**config.mk**
```make
export PLATFORM = sky130hd
export DESIGN_NAME = gpio_bank
export DESIGN_NICKNAME = d
export VERILOG_FILES = /design/src/rtl/gpio_bank.sv
export SDC_FILE = /design/constraint.sdc
export NUM_CORES = 1
export LEC_CHECK = 0
export BUFFER_PORTS_ARGS = -buffer_cell sky130_fd_sc_hd__buf_2
export CORE_UTILIZATION = 35
export DETAILED_ROUTE_END_ITERATION = 8
export GPL_TIMING_DRIVEN = 0
export SYNTH_ARGS = -nofsm -noshare
export SYNTH_HDL_FRONTEND = slang
export SYNTH_SLANG_ARGS = --single-unit
export TNS_END_PERCENT = 20
```
**constraint.sdc**
```tcl
create_clock -name clk -period 2.64 [get_ports clk]
set_clock_uncertainty 0.1 [all_clocks]
set_input_delay 0.264 -clock clk [delete_from_list [all_inputs] [get_ports clk]]
set_output_delay 0.264 -clock clk [all_outputs]
set_load 0.05 [all_outputs]
```
**src/rtl/gpio_bank.sv**
```systemverilog
module gpio_bank #(
  parameter int NPIN = 16,
  parameter int AW   = 7
) (
  input  logic            clk,
  input  logic            rst_n,
  input  logic            bus_we,
  input  logic [AW-1:0]   bus_addr,
  input  logic [31:0]     bus_wdata,
  output logic [31:0]     bus_rdata,
  input  logic [NPIN-1:0] pad_in,
  output logic [NPIN-1:0] pad_out,
  output logic [NPIN-1:0] pad_oe,
  output logic            irq
);
  localparam logic [AW-1:0] A_DATA = AW'('h00);
  localparam logic [AW-1:0] A_DMSK = AW'('h04);
  localparam logic [AW-1:0] A_DIR  = AW'('h08);
  localparam logic [AW-1:0] A_SNS  = AW'('h0C);
  localparam logic [AW-1:0] A_BTH  = AW'('h10);
  localparam logic [AW-1:0] A_POL  = AW'('h14);
  localparam logic [AW-1:0] A_IEN  = AW'('h18);
  localparam logic [AW-1:0] A_RAW  = AW'('h1C);
  localparam logic [AW-1:0] A_MIS  = AW'('h20);
  localparam logic [AW-1:0] A_CLR  = AW'('h24);
  localparam logic [AW-1:0] A_INEN = AW'('h28);
  localparam int PADW = 32 - NPIN;

  logic [NPIN-1:0] data_q, dmsk_q, dir_q, sns_q, bth_q, pol_q, ien_q, inen_q;
  logic [NPIN-1:0] lat_q, s1_q, s2_q, prv_q;
  logic            irq_q;

  logic [NPIN-1:0] wr_n, in_w, rise_w, fall_w, hit_w, lvl_w, raw_w, mis_w;
  logic [NPIN-1:0] clr_w, rd_pin_w, rd_w;

  assign wr_n   = bus_wdata[NPIN-1:0];
  assign in_w   = s2_q & inen_q;
  assign rise_w = in_w & ~prv_q;
  assign fall_w = prv_q & ~in_w;
  assign hit_w  = ~sns_q & ((bth_q & (rise_w | fall_w)) |
                            (~bth_q & pol_q & rise_w) |
                            (~bth_q & ~pol_q & fall_w));
  assign lvl_w  = (pol_q & in_w) | (~pol_q & ~in_w);
  assign raw_w  = (sns_q & lvl_w) | (~sns_q & lat_q);
  assign mis_w  = raw_w & ien_q;
  assign clr_w  = (bus_we && bus_addr == A_CLR) ? wr_n : '0;

  assign pad_oe  = dir_q;
  assign pad_out = data_q & dir_q;
  assign irq     = irq_q;

  assign rd_pin_w = ((dir_q & data_q) | (~dir_q & in_w)) & dmsk_q;

  always_comb begin
    case (bus_addr)
      A_DATA:  rd_w = rd_pin_w;
      A_DMSK:  rd_w = dmsk_q;
      A_DIR:   rd_w = dir_q;
      A_SNS:   rd_w = sns_q;
      A_BTH:   rd_w = bth_q;
      A_POL:   rd_w = pol_q;
      A_IEN:   rd_w = ien_q;
      A_RAW:   rd_w = raw_w;
      A_MIS:   rd_w = mis_w;
      A_INEN:  rd_w = inen_q;
      default: rd_w = '0;
    endcase
  end

  assign bus_rdata = {{PADW{1'b0}}, rd_w};

  always_ff @(posedge clk or negedge rst_n) begin
    if (!rst_n) begin
      data_q <= '0; dmsk_q <= '0; dir_q <= '0; sns_q <= '0;
      bth_q  <= '0; pol_q  <= '0; ien_q <= '0; inen_q <= '0;
      lat_q  <= '0; s1_q   <= '0; s2_q  <= '0; prv_q  <= '0;
      irq_q  <= 1'b0;
    end else begin
      s1_q  <= pad_in;
      s2_q  <= s1_q;
      prv_q <= in_w;
      lat_q <= ((lat_q & ~clr_w) | hit_w) & ~sns_q;
      irq_q <= |mis_w;
      if (bus_we) begin
        case (bus_addr)
          A_DATA: data_q <= (data_q & ~dmsk_q) | (wr_n & dmsk_q);
          A_DMSK: dmsk_q <= wr_n;
          A_DIR:  dir_q  <= wr_n;
          A_SNS:  sns_q  <= wr_n;
          A_BTH:  bth_q  <= wr_n;
          A_POL:  pol_q  <= wr_n;
          A_IEN:  ien_q  <= wr_n;
          A_INEN: inen_q <= wr_n;
          default: ;
        endcase
      end
    end
  end
endmodule


```
Word level (Yosys, flattened, before mapping)

Index checks and enable logic that the tools add are counted.

Equality and inequality tests: 10
Mux-type cells: 2
Bitwise gates (word level): 37
Reductions and logical operators: 11

Operators with widths:

| operator             | number |
|---|---|
| $and A16 B16 Y16     | 21 |
| $pmux W16 S10        | 1 |
| $not A16 Y16         | 8 |
| $or A16 B16 Y16      | 8 |
| $eq A7 B5 Y1 const B | 4 |
| $eq A7 B6 Y1 const B | 3 |
| $mux W16             | 1 |
| $reduce_and A2 Y1    | 8 |
| $reduce_or A16 Y1    | 1 |
| $eq A7 B4 Y1 const B | 2 |
| $eq A7 B3 Y1 const B | 1 |
| $logic_not A7 Y1     | 1 |
| $logic_and A1 B1 Y1  | 1 |

Register bits: 193
Input bits: 58
Output and inout bits: 65
Logic and storage cells: 73

Logic depth before layout (Yosys ltp)

Gate-level depths: netlist (run 1).

Depth after elaboration: 10
Gate-level depth with buffers: 9
Depth with buffers taken out: 7

Worst setup path after synthesis (run 1)

Ideal clock, no wire load.

Kind: input to output
From: in bus_addr[3]
To: out bus_rdata[3]
Arrival: 2437 ps
Required time: 2276 ps
Path slack: -161 ps
Cell stages on the path: 7
Path buffers: 3
Cells stage by stage: buf_2 -> or3_1 -> buf_6 -> nor2_8 -> nand3_1 -> clkbuf_1 -> o21ai_0

Cells in the longest elaborated chain, start to end: 2
Elaborated cells on any way between the ends: 11
Classes of those cells: eq/ne: 9; mux: 1; reduce/logical: 1

Ends and longest elaborated chain:

| what                                       | RTL line | text |
|---|---|---|
| start, declared                            | 8        | `input logic [AW-1:0] bus_addr,` |
| $eq A7 B6 Y1, or another cell as far along | 55       | `case (bus_addr)` |
| $pmux W16 S10 *                            | 55       |  |
| end, declared                              | 10       | `output logic [31:0] bus_rdata,` |

Every way passes the cells marked *; elsewhere a longest branch is shown, timed or not.

Final worst setup path (run 1)

From: in bus_addr[4]
To: out bus_rdata[14]

Same word-level chain as after synthesis.

==> impl_metrics.toml, run 1 <==
[yosys]
yosys_warnings = 0
synthCells = 881
synth_area_um2 = 9830
ys_async_sr_fraction_pct = 100
synth_top_area_cell = "dfrtp_1"
synth_top_area_share_pct = 49.1
synth_area_leaders = "dfrtp_1 (49%), mux2_2 (13%), ha_1 (4.1%)"
avgSynthCellArea_um2 = 11.2
synth-seq-cells = 193
ys_seq_area_share_pct = 49.1
synthFlopType = "dfrtp_1"
netlist-cell-type-count = 60
synth-edff-count = 0

[finish]
syn_to_final_growth_pct = 19.6
final_cell_mix = "dfrtp_1 (193), mux2_2 (115), buf_2 (94)"
layout_commonest_cell = "dfrtp_1"
drive_gt1_share_pct = 30.1
n_fill_cell = 2655
stdcell_area_um2 = 11700
layout.nets = 1116

[clock_network]
clockBufferDepth = 2
cts_num_sinks = 193
root_buffer = "clkbuf_16"
numCtsBuffers = 17
htreeDepth = 4
path_clk_slew_ns = 0.07
clk_latency_ns = 0.44
cts_tree = "done"

[floorplanning]
die_x_um = 170
top_level_ports = 123
rows = 60
dieArea_um2 = 28800
dieHeight_um = 170
start_util_pct = 36.1
core_area_um2 = 27300

[global_routing]
grt_overflow = 0
grt_start_max_net_pins = 99
antenna_found_initial = 1
grt_pass1_vias = 7027
track_usage_pct = 19.5
grt_pass1_wl_um = 41500

[sta]
worstMarginPinSlew_ns = 0.974
relSlewSlack_pct = 35.0
rsz0062_at_grt = "true"
final-hold-violation-count = 0
fmax_ghz = 0.388
fin_crit_sh_pct = 97.7
slew_viol_final = 0
post-route-min-period_ns = 2.58
setup_viol_count_final = 0
holdWs_ns = 0.0570

[power_and_ir_drop]
swShare_pct = 28.9
vdd_drop_max_v = 0.000409
p_per_area_nw_per_um2 = 629
combPwrFrac_pct = 16.4
switching_power_uw = 2140
p_seq_share_pct = 47.5
internal-power_uw = 5250
leakage_uw = 0.00578
power_frac_clock_pct = 36.1

[worst_setup_path]
required_ns = 2.28
cp-start-kind = "input port"
cp_slowest_stage_delay_ns = 0.40
worst-setup-path-type = "input port to primary output"
worstPathCellList = "buf_2 -> buf_4 -> or3b_1 -> buf_2 -> nor3_4 -> a222oi_1 -> nand3b_1 -> buf_2"
cpMaxStageDelayCell = "nor3_4"
cp-end-kind = "primary output"
critical_path_buf_inv_count = 4
cp.arrival_ns = 2.21
startpoint = "bus_addr[4]"
reg2reg_from = "pol_q[1]$_DFFE_PN0P_"
cp_top_family = "simple AND/OR/NAND/NOR gates"
critPathMostFrequentCell = "buf_2"
reg2reg_slack_ns = 0.34
path_max_fanout = 10

[routing]
drc_errors = 0
wl_per_cell_um = 19.5
vias = 7317
drt_wl_total_um = 27500
ant_nets = 0
dr.pass1.iters = 5
vias_per_cell = 5.19
drt-initial-drc-count = 438

[flow_run]
drv_cap = 0

[worst_hold_path]
min_path_type = "input port to flip-flop"
hp-start = "bus_wdata[13]"

[placement]
placed_area_um2 = 10800
dp.final_hpwl_um = 18300
io_buffers = 87
place_congestion = 0.882

[outcome]
status = "completed"
-- worst paths after layout --
check                                   endpoint  cells past startpoint
max                                bus_rdata[14]                      8
min                        bth_q[13]$_DFFE_PN0P_                      2
max reg2reg                        irq$_DFF_PN0_                      5
min reg2reg                   s2_q[10]$_DFF_PN0_                      0
max in group asynchronous      s2_q[1]$_DFF_PN0_                      3
min in group asynchronous  inen_q[4]$_DFFE_PN0P_                      2
-- synth_stat cells (2+ instances only) --
cell,number
mux2i_1,25
a22oi_1,6
buf_2,15
nor3_1,7
nand2_1,79
a211oi_1,16
nor2_1,40
or3_1,5
dfrtp_1,193
clkbuf_1,10
nand3_1,13
nor2b_1,28
a32oi_1,13
and3_1,2
o22ai_1,5
xor2_1,3
a2bb2oi_1,2
mux2_2,115
nor4b_4,2
a211o_1,9
and2_1,23
o221ai_1,5
and2b_1,3
inv_1,50
mux2_4,10
a31oi_1,3
o211ai_1,2
buf_4,18
mux2_1,4
o2bb2ai_1,4
ha_1,32
a22o_1,2
nand3b_1,2
xnor2_1,2
a221oi_1,7
o21ai_0,38
nand4_1,7
and4_1,8
nand2b_1,6
a21oi_1,45
buf_6,3
-- metrics by stage --
stage,util (%),total power [µW],setup TNS [ns],worst slack [ns],cells
finish,43.1,7390,0,0.0615,1411
floorplan,-,4280,0,0.127,896
detailed placement,39.7,4680,-15.28,-0.790,1356
global route,43.1,7700,-0.0120,-0.0120,1411
global placement,39.6,4650,-435.04,-2.20,1355
CTS,42.7,7390,-0.0519,-0.0469,1406
-- cell type report --
cell class | count | area, µm² | share of cell area (%)
Inverter | 50 | 188 | 1.60
Clock inverter | 12 | 159 | 1.35
Sequential cell | 193 | 4830 | 41.1
Antenna cell | 1 | 2.50 | 0.0213
Buffer | 47 | 317 | 2.69
Clock buffer | 19 | 433 | 3.68
Timing Repair Buffer | 111 | 696 | 5.92
Tap cell | 372 | 465 | 3.96
Multi-Input combinational cell | 606 | 4660 | 39.7
-- routing by layer --
| metal | up-vias | GRT usage (%) | routed length (µm) |
|---|---|---|---|
| li1 | 3394 | - | - |
| met1 | 3645 | 26.4 | 12400 |
| met2 | 245 | 31.3 | 13000 |
| met3 | 33 | 3.73 | 1640 |
| met4 | 0 | 6.07 | 451 |
| met5 | - | 0 | 0 |
-- state kept, by name, summed over array words and instances, names as in the netlist, named ones only --
| name | count |
|---|---|
| bth_q | 16 |
| dmsk_q | 16 |
| ien_q | 16 |
| inen_q | 16 |
| irq | 1 |
| lat_q | 16 |
| pad_oe | 16 |
| pol_q | 16 |
| prv_q | 16 |
| s1_q | 16 |
| s2_q | 16 |
| sns_q | 16 |
-- repair_timing --
item | 4_1_cts | 5_1_grt
resized for setup | 21 | 18
endpoints found under the hold margin | 111 | 0
hold buffers | 17 | 0
buffers inserted | 2 | 4
cloned | 0 | 0
pin swaps | 1 | 1
endpoints found under the setup margin | 16 | 15
-- cell families (layout without fill, tap and decap cells) --
family	after synthesis	count (layout)	share of synthesized area, %
fa+ha+maj	32	32	4.07
flops	193	193	49.1
compound gates	163	163	10.9
xor+xnor	5	5	0.446
simple gates	236	236	12.8
other cells	1	17	0.0382
mux	154	154	17.7
buf+inv	97	239	4.81
-- power groups by stage --
stage / Sequential (µW) / Combinational (µW) / Clock [µW]
2_1_floorplan: 3580 / 701 / 0
3_3_place_gp: 3540 / 1110 / 0
3_5_place_dp: 3550 / 1140 / 0
4_1_cts: 3490 / 1170 / 2730
5_1_grt: 3550 / 1320 / 2830
6_report: 3510 / 1210 / 2670
Power figures use the tool's default switching activity.
==> run 2: changes to the inputs <==
CTS_BUF_LIST = sky130_fd_sc_hd__clkbuf_2   (was unset)
==> impl_metrics.toml, run 2 (same netlist as run 1, synthesis figures left out) <==
[worst_setup_path]
cp.arrival_ns = 2.44
cp-start-kind = "flip-flop"
required_ns = 2.28
path_max_fanout = 2
cp-end-kind = "primary output"
worst-setup-path-type = "flip-flop to primary output"

[placement]
place_congestion = 0.882
io_buffers = 87
dp.final_hpwl_um = 18300
placed_area_um2 = 10800

[power_and_ir_drop]
leakage_uw = 0.00587
p_per_area_nw_per_um2 = 538
vdd_drop_max_v = 0.000313

[finish]
layout.nets = 1167
stdcell_area_um2 = 12100
fin_util_pct = 44.3
final_cell_mix = "dfrtp_1 (182), mux2_2 (115), buf_2 (85)"
syn_to_final_growth_pct = 22.8
drive_gt1_share_pct = 33.6
multiInputGateArea_um2 = 4770
layout_commonest_cell = "dfrtp_1"
n_fill_cell = 2635
regArea_um2 = 4840

[floorplanning]
rows = 60
dieHeight_um = 170
dieArea_um2 = 28800
start_util_pct = 36.1
die_x_um = 170
core_area_um2 = 27300
top_level_ports = 123

[outcome]
violations = "setup timing"
status = "finished, violations left"

[clock_network]
clk_latency_ns = 0.77
clockBufferDepth = 2
cts_tree = "done"
htreeDepth = 4
path_clk_slew_ns = 0.29
numCtsBuffers = 17
root_buffer = "clkbuf_2"
cts_num_sinks = 193

[routing]
wl_per_cell_um = 19.2
drc_errors = 0
ant_nets = 0
vias = 7563
drt_wl_total_um = 28000
vias_per_cell = 5.17
dr.pass1.iters = 5
drt-initial-drc-count = 520

[worst_hold_path]
min_path_type = "input port to flip-flop"

[sta]
final-hold-violation-count = 0
fmax_ghz = 0.357
fin_crit_sh_pct = 106
worstMarginPinSlew_ns = 0.910
rsz0062_at_grt = "true"
post-route-min-period_ns = 2.80
worst_slack_ns = -0.164
setup_viol_count_final = 13
slew_viol_final = 0
setup_tns_ns = -1.35
relSlewSlack_pct = 39.3

[global_routing]
grt_pass1_wl_um = 42800
grt_start_max_net_pins = 99
grt_pass1_vias = 7402
grt_overflow = 0
track_usage_pct = 20.0
antenna_found_initial = 2

[flow_run]
drv_cap = 0
[run 2: changes by cell type in the layout (fill, tap and decap cells not counted), moves of 6 or more]
cell,before,now
dfrtp_1,193,182
buf_2,94,85
buf_6,4,18
o21ai_1,1,7
clkbuf_2,2,22
nand2_1,79,71
clkbuf_16,17,0
dfrtp_2,0,11
o21ai_0,37,31
nand2_2,1,9
buf_4,29,42
dlygate4sd3_1,17,51
[run 2: path summary, 6_finish.rpt]
kind	start	to	slack, ns	cells after the start
max in group asynchronous	rst_n	pad_oe[11]$_DFFE_PN0P_	0.98	4
min in group asynchronous	rst_n	s2_q[14]$_DFF_PN0_	0.48	3
min reg2reg	s1_q[10]$_DFF_PN0_	s2_q[10]$_DFF_PN0_	0.28	0
max	inen_q[12]$_DFFE_PN0P_	bus_rdata[12]	-0.16	7
min	bus_wdata[13]	bth_q[13]$_DFFE_PN0P_	0.22	3
max reg2reg	pol_q[0]$_DFFE_PN0P_	irq$_DFF_PN0_	0.33	5
[run 2: what timing repair did]
item,4_1_cts,5_1_grt
resized for setup,71,30
pin swaps,25,18
setup buffers,18,5
endpoints found under the setup margin,16,16
hold buffers,51,0
endpoints found under the hold margin,353,0
[run 2: metrics by stage]
stage,hold slack [ns],cells,worst slack [ns],total power (µW)
6_report,0.217,1463,-0.164,6490
5_1_grt,0.158,1463,-0.316,6810
4_1_cts,0.154,1456,-0.249,6470
3_5_place_dp,0.236,1356,-0.790,4680
3_3_place_gp,0.233,1355,-2.20,4650
2_1_floorplan,-0.132,896,0.127,4280
[run 2: final cells by class]
type | instances | share of cell area (%)
well taps | 372 | 3.86
clock inverters | 12 | 1.32
plain buffers | 47 | 2.46
multi-input cells | 606 | 39.5
repair buffers | 162 | 10.4
flip-flops and latches | 193 | 40.1
clock buffers | 19 | 0.788
diodes | 2 | 0.0415
inverters | 50 | 1.55
[run 2: per-layer routing]
metal / track usage (%) / routed length, µm
met4: 6.89 / 608
met1: 27.0 / 13000
met5: 0 / 0
met2: 32.2 / 13200
met3: 3.64 / 1270
[run 2: worst max-delay path, cell delays in order (launching register included)]
cell and delay, ns:
dfrtp_1 0.46, buf_4 0.14, mux2i_1 0.20, o2bb2ai_1 0.11, a32oi_1 0.17, nand2_1 0.09, a211o_1 0.30, buf_6 0.18
[run 2: where the power goes]
part	total [µW]	internal, µW	switching [µW]
logic	1370	619	750
clock network	1600	538	1060
registers	3520	3260	257
==> run 3: changes to the inputs <==
--- a/config.mk
+++ b/config.mk
@@ -6,7 +6,8 @@
 export NUM_CORES = 1
 export LEC_CHECK = 0
+export ABC_AREA = 1
 export BUFFER_PORTS_ARGS = -buffer_cell sky130_fd_sc_hd__buf_2
 export CORE_UTILIZATION = 35
-export CTS_BUF_LIST = sky130_fd_sc_hd__clkbuf_2
+export CTS_BUF_LIST = sky130_fd_sc_hd__clkbuf_2 sky130_fd_sc_hd__clkbuf_4 sky130_fd_sc_hd__clkbuf_8
 export DETAILED_ROUTE_END_ITERATION = 8
 export GPL_TIMING_DRIVEN = 0
==> constraint.sdc (replaced) <==
create_clock -name clk -period 2.64 [get_ports clk]
set_clock_uncertainty 0.1 [all_clocks]
set_input_delay 0.396 -clock clk [delete_from_list [all_inputs] [get_ports clk]]
set_output_delay 0.396 -clock clk [all_outputs]
set_load 0.05 [all_outputs]
==> impl_metrics.toml, run 3 <==
[power_and_ir_drop]
vdd_drop_max_v = 0.000358
leakage_uw = 0.00584
p_per_area_nw_per_um2 = 572

[global_routing]
grt_pass1_vias = 7974
grt_pass1_wl_um = 45800
grt_overflow = 0
antenna_found_initial = 0
track_usage_pct = 21.6
grt_start_max_net_pins = 121

[yosys]
synthCells = 1256
ys_async_sr_fraction_pct = 100
synth-seq-cells = 193
ys_seq_area_share_pct = 50.1
yosys_warnings = 0
netlist-cell-type-count = 22
synth-edff-count = 0
synthFlopType = "dfrtp_1"
synth_area_um2 = 9640
avgSynthCellArea_um2 = 7.68
synth_top_area_share_pct = 50.1
synth_common_cells = "nand2_1 (459), dfrtp_1 (193), o21ai_0 (166), inv_1 (129), nor2_1 (85)"
synth.most_common_cell = "nand2_1"
synth_top_area_cell = "dfrtp_1"
synth_area_leaders = "dfrtp_1 (50%), nand2_1 (18%), o21ai_0 (8.6%)"

[worst_setup_path]
cp-end-kind = "primary output"
required_ns = 2.14
cp.arrival_ns = 2.06
worst-setup-path-type = "input port to primary output"
path_max_fanout = 10
worstPathCellList = "buf_2 -> nor2_2 -> nand3_1 -> nor2_4 -> buf_6 -> nand2_1 -> nand2_1 -> nor2_1 -> nand4_1 -> buf_2"
cpMaxStageDelayCell = "nor2_4"
critical_path_buf_inv_count = 3
cp-start-kind = "input port"
cp_top_family = "simple AND/OR/NAND/NOR gates"
cp_slowest_stage_delay_ns = 0.36

[placement]
place_congestion = 0.864
dp.final_hpwl_um = 19800
place_ws_ns = -0.334
io_buffers = 90

[sta]
post-route-min-period_ns = 2.56
relSlewSlack_pct = 41.6
slew_viol_final = 0
setup_viol_count_final = 0
worstMarginPinSlew_ns = 0.876
holdWs_ns = 0.0272
fmax_ghz = 0.391
rsz0062_at_grt = "true"
worst_slack_ns = 0.0800
fin_crit_sh_pct = 97.0
final-hold-violation-count = 0

[floorplanning]
core_area_um2 = 27000
start_util_pct = 35.8
die_x_um = 168
dieHeight_um = 168
dieArea_um2 = 28200
top_level_ports = 123
rows = 60

[routing]
dr.pass1.iters = 6
drt_wl_total_um = 29600
vias = 8717
drc_errors = 0
vias_per_cell = 4.96
ant_nets = 0
drt-initial-drc-count = 593
wl_per_cell_um = 16.8

[clock_network]
root_buffer = "clkbuf_8"
cts_tree = "done"
cts_num_sinks = 193
htreeDepth = 4
path_clk_slew_ns = 0.10
clockBufferDepth = 2
clk_latency_ns = 0.50
numCtsBuffers = 17

[outcome]
status = "completed"

[finish]
layout.nets = 1493
layout_commonest_cell = "nand2_1"
antenna_cells = 0
syn_to_final_growth_pct = 17.4
final_cell_mix = "nand2_1 (457), dfrtp_1 (193), o21ai_0 (166)"
drive_gt1_share_pct = 14.2

[flow_run]
drv_cap = 0

[worst_hold_path]
min_path_type = "input port to flip-flop"
run 3: cell type report:
type,instances,area (µm²)
plain buffers,47,292
clock buffers,17,234
clock inverters,15,145
fillers,2741,15600
inverters,133,500
multi-input cells,896,4150
flip-flops and latches,193,4830
well taps,341,427
repair buffers,115,738
run 3: power breakdown:
group | switching [µW] | leakage (µW) | internal [µW]
sequential | 222 | 0.00243 | 3240
clock | 1220 | 0.000193 | 700
combinational | 709 | 0.00321 | 382
total | 2150 | 0.00584 | 4320
run 3: routing by layer:
metal / wire length [µm] / up-vias / global-route usage, %
li1: - / 4243 / -
met1: 13300 / 4118 / 29.5
met2: 13500 / 309 / 34.5
met3: 1880 / 47 / 3.74
met4: 854 / 0 / 7.86
met5: 0 / - / 0
run 3: through the flow:
step	util (%)	power [µW]	TNS [ns]	std cells	cell area (µm²)
final	42.0	6470	0	1757	11300
after global routing	42.0	6830	-0.0111	1757	11300
after CTS	41.7	6510	0	1752	11200
after detailed placement	39.4	4580	-4.34	1703	10600
after global placement	39.2	4540	-449.70	1702	10600
after floorplan	-	4230	0	1271	9700
run 3: what timing repair did:
| item | CTS | global route |
|---|---|---|
| resized for setup | 25 | 15 |
| hold buffers | 17 | 0 |
| setup buffers | 1 | 6 |
| endpoints found under the hold margin | 89 | 0 |
| endpoints found under the setup margin | 16 | 16 |
| pin swaps | 1 | 1 |
run 3: worst paths after layout:
| path | depth (start not counted) | endpoint | slack (ns) | start |
|---|---|---|---|---|
| max | 10 | bus_rdata[4] | 0.08 | bus_addr[1] |
| min | 3 | inen_q[12]$_DFFE_PN0P_ | 0.03 | bus_wdata[12] |
| max reg2reg | 9 | irq$_DFF_PN0_ | 1.12 | inen_q[13]$_DFFE_PN0P_ |
| min reg2reg | 0 | s2_q[7]$_DFF_PN0_ | 0.25 | s1_q[7]$_DFF_PN0_ |
| max in group asynchronous | 3 | inen_q[8]$_DFFE_PN0P_ | 1.08 | rst_n |
| min in group asynchronous | 2 | s1_q[14]$_DFF_PN0_ | 0.36 | rst_n |
run 3: kinds of logic (layout without fill, tap and decap cells):
logic type,Yosys count,after routing,share of synthesized area (%)
and+or+nand+nor,640,640,26.8
AOI/OAI and AO/OA,208,208,10.9
DFF,193,193,50.1
buffers and inverters,182,327,8.02
adders and majority gates,32,32,4.15
other,1,16,0.0389
run 3: worst min-delay path: stages:
cell and delay, ns:
buf_2 0.08, nand2_1 0.04, o21ai_0 0.05
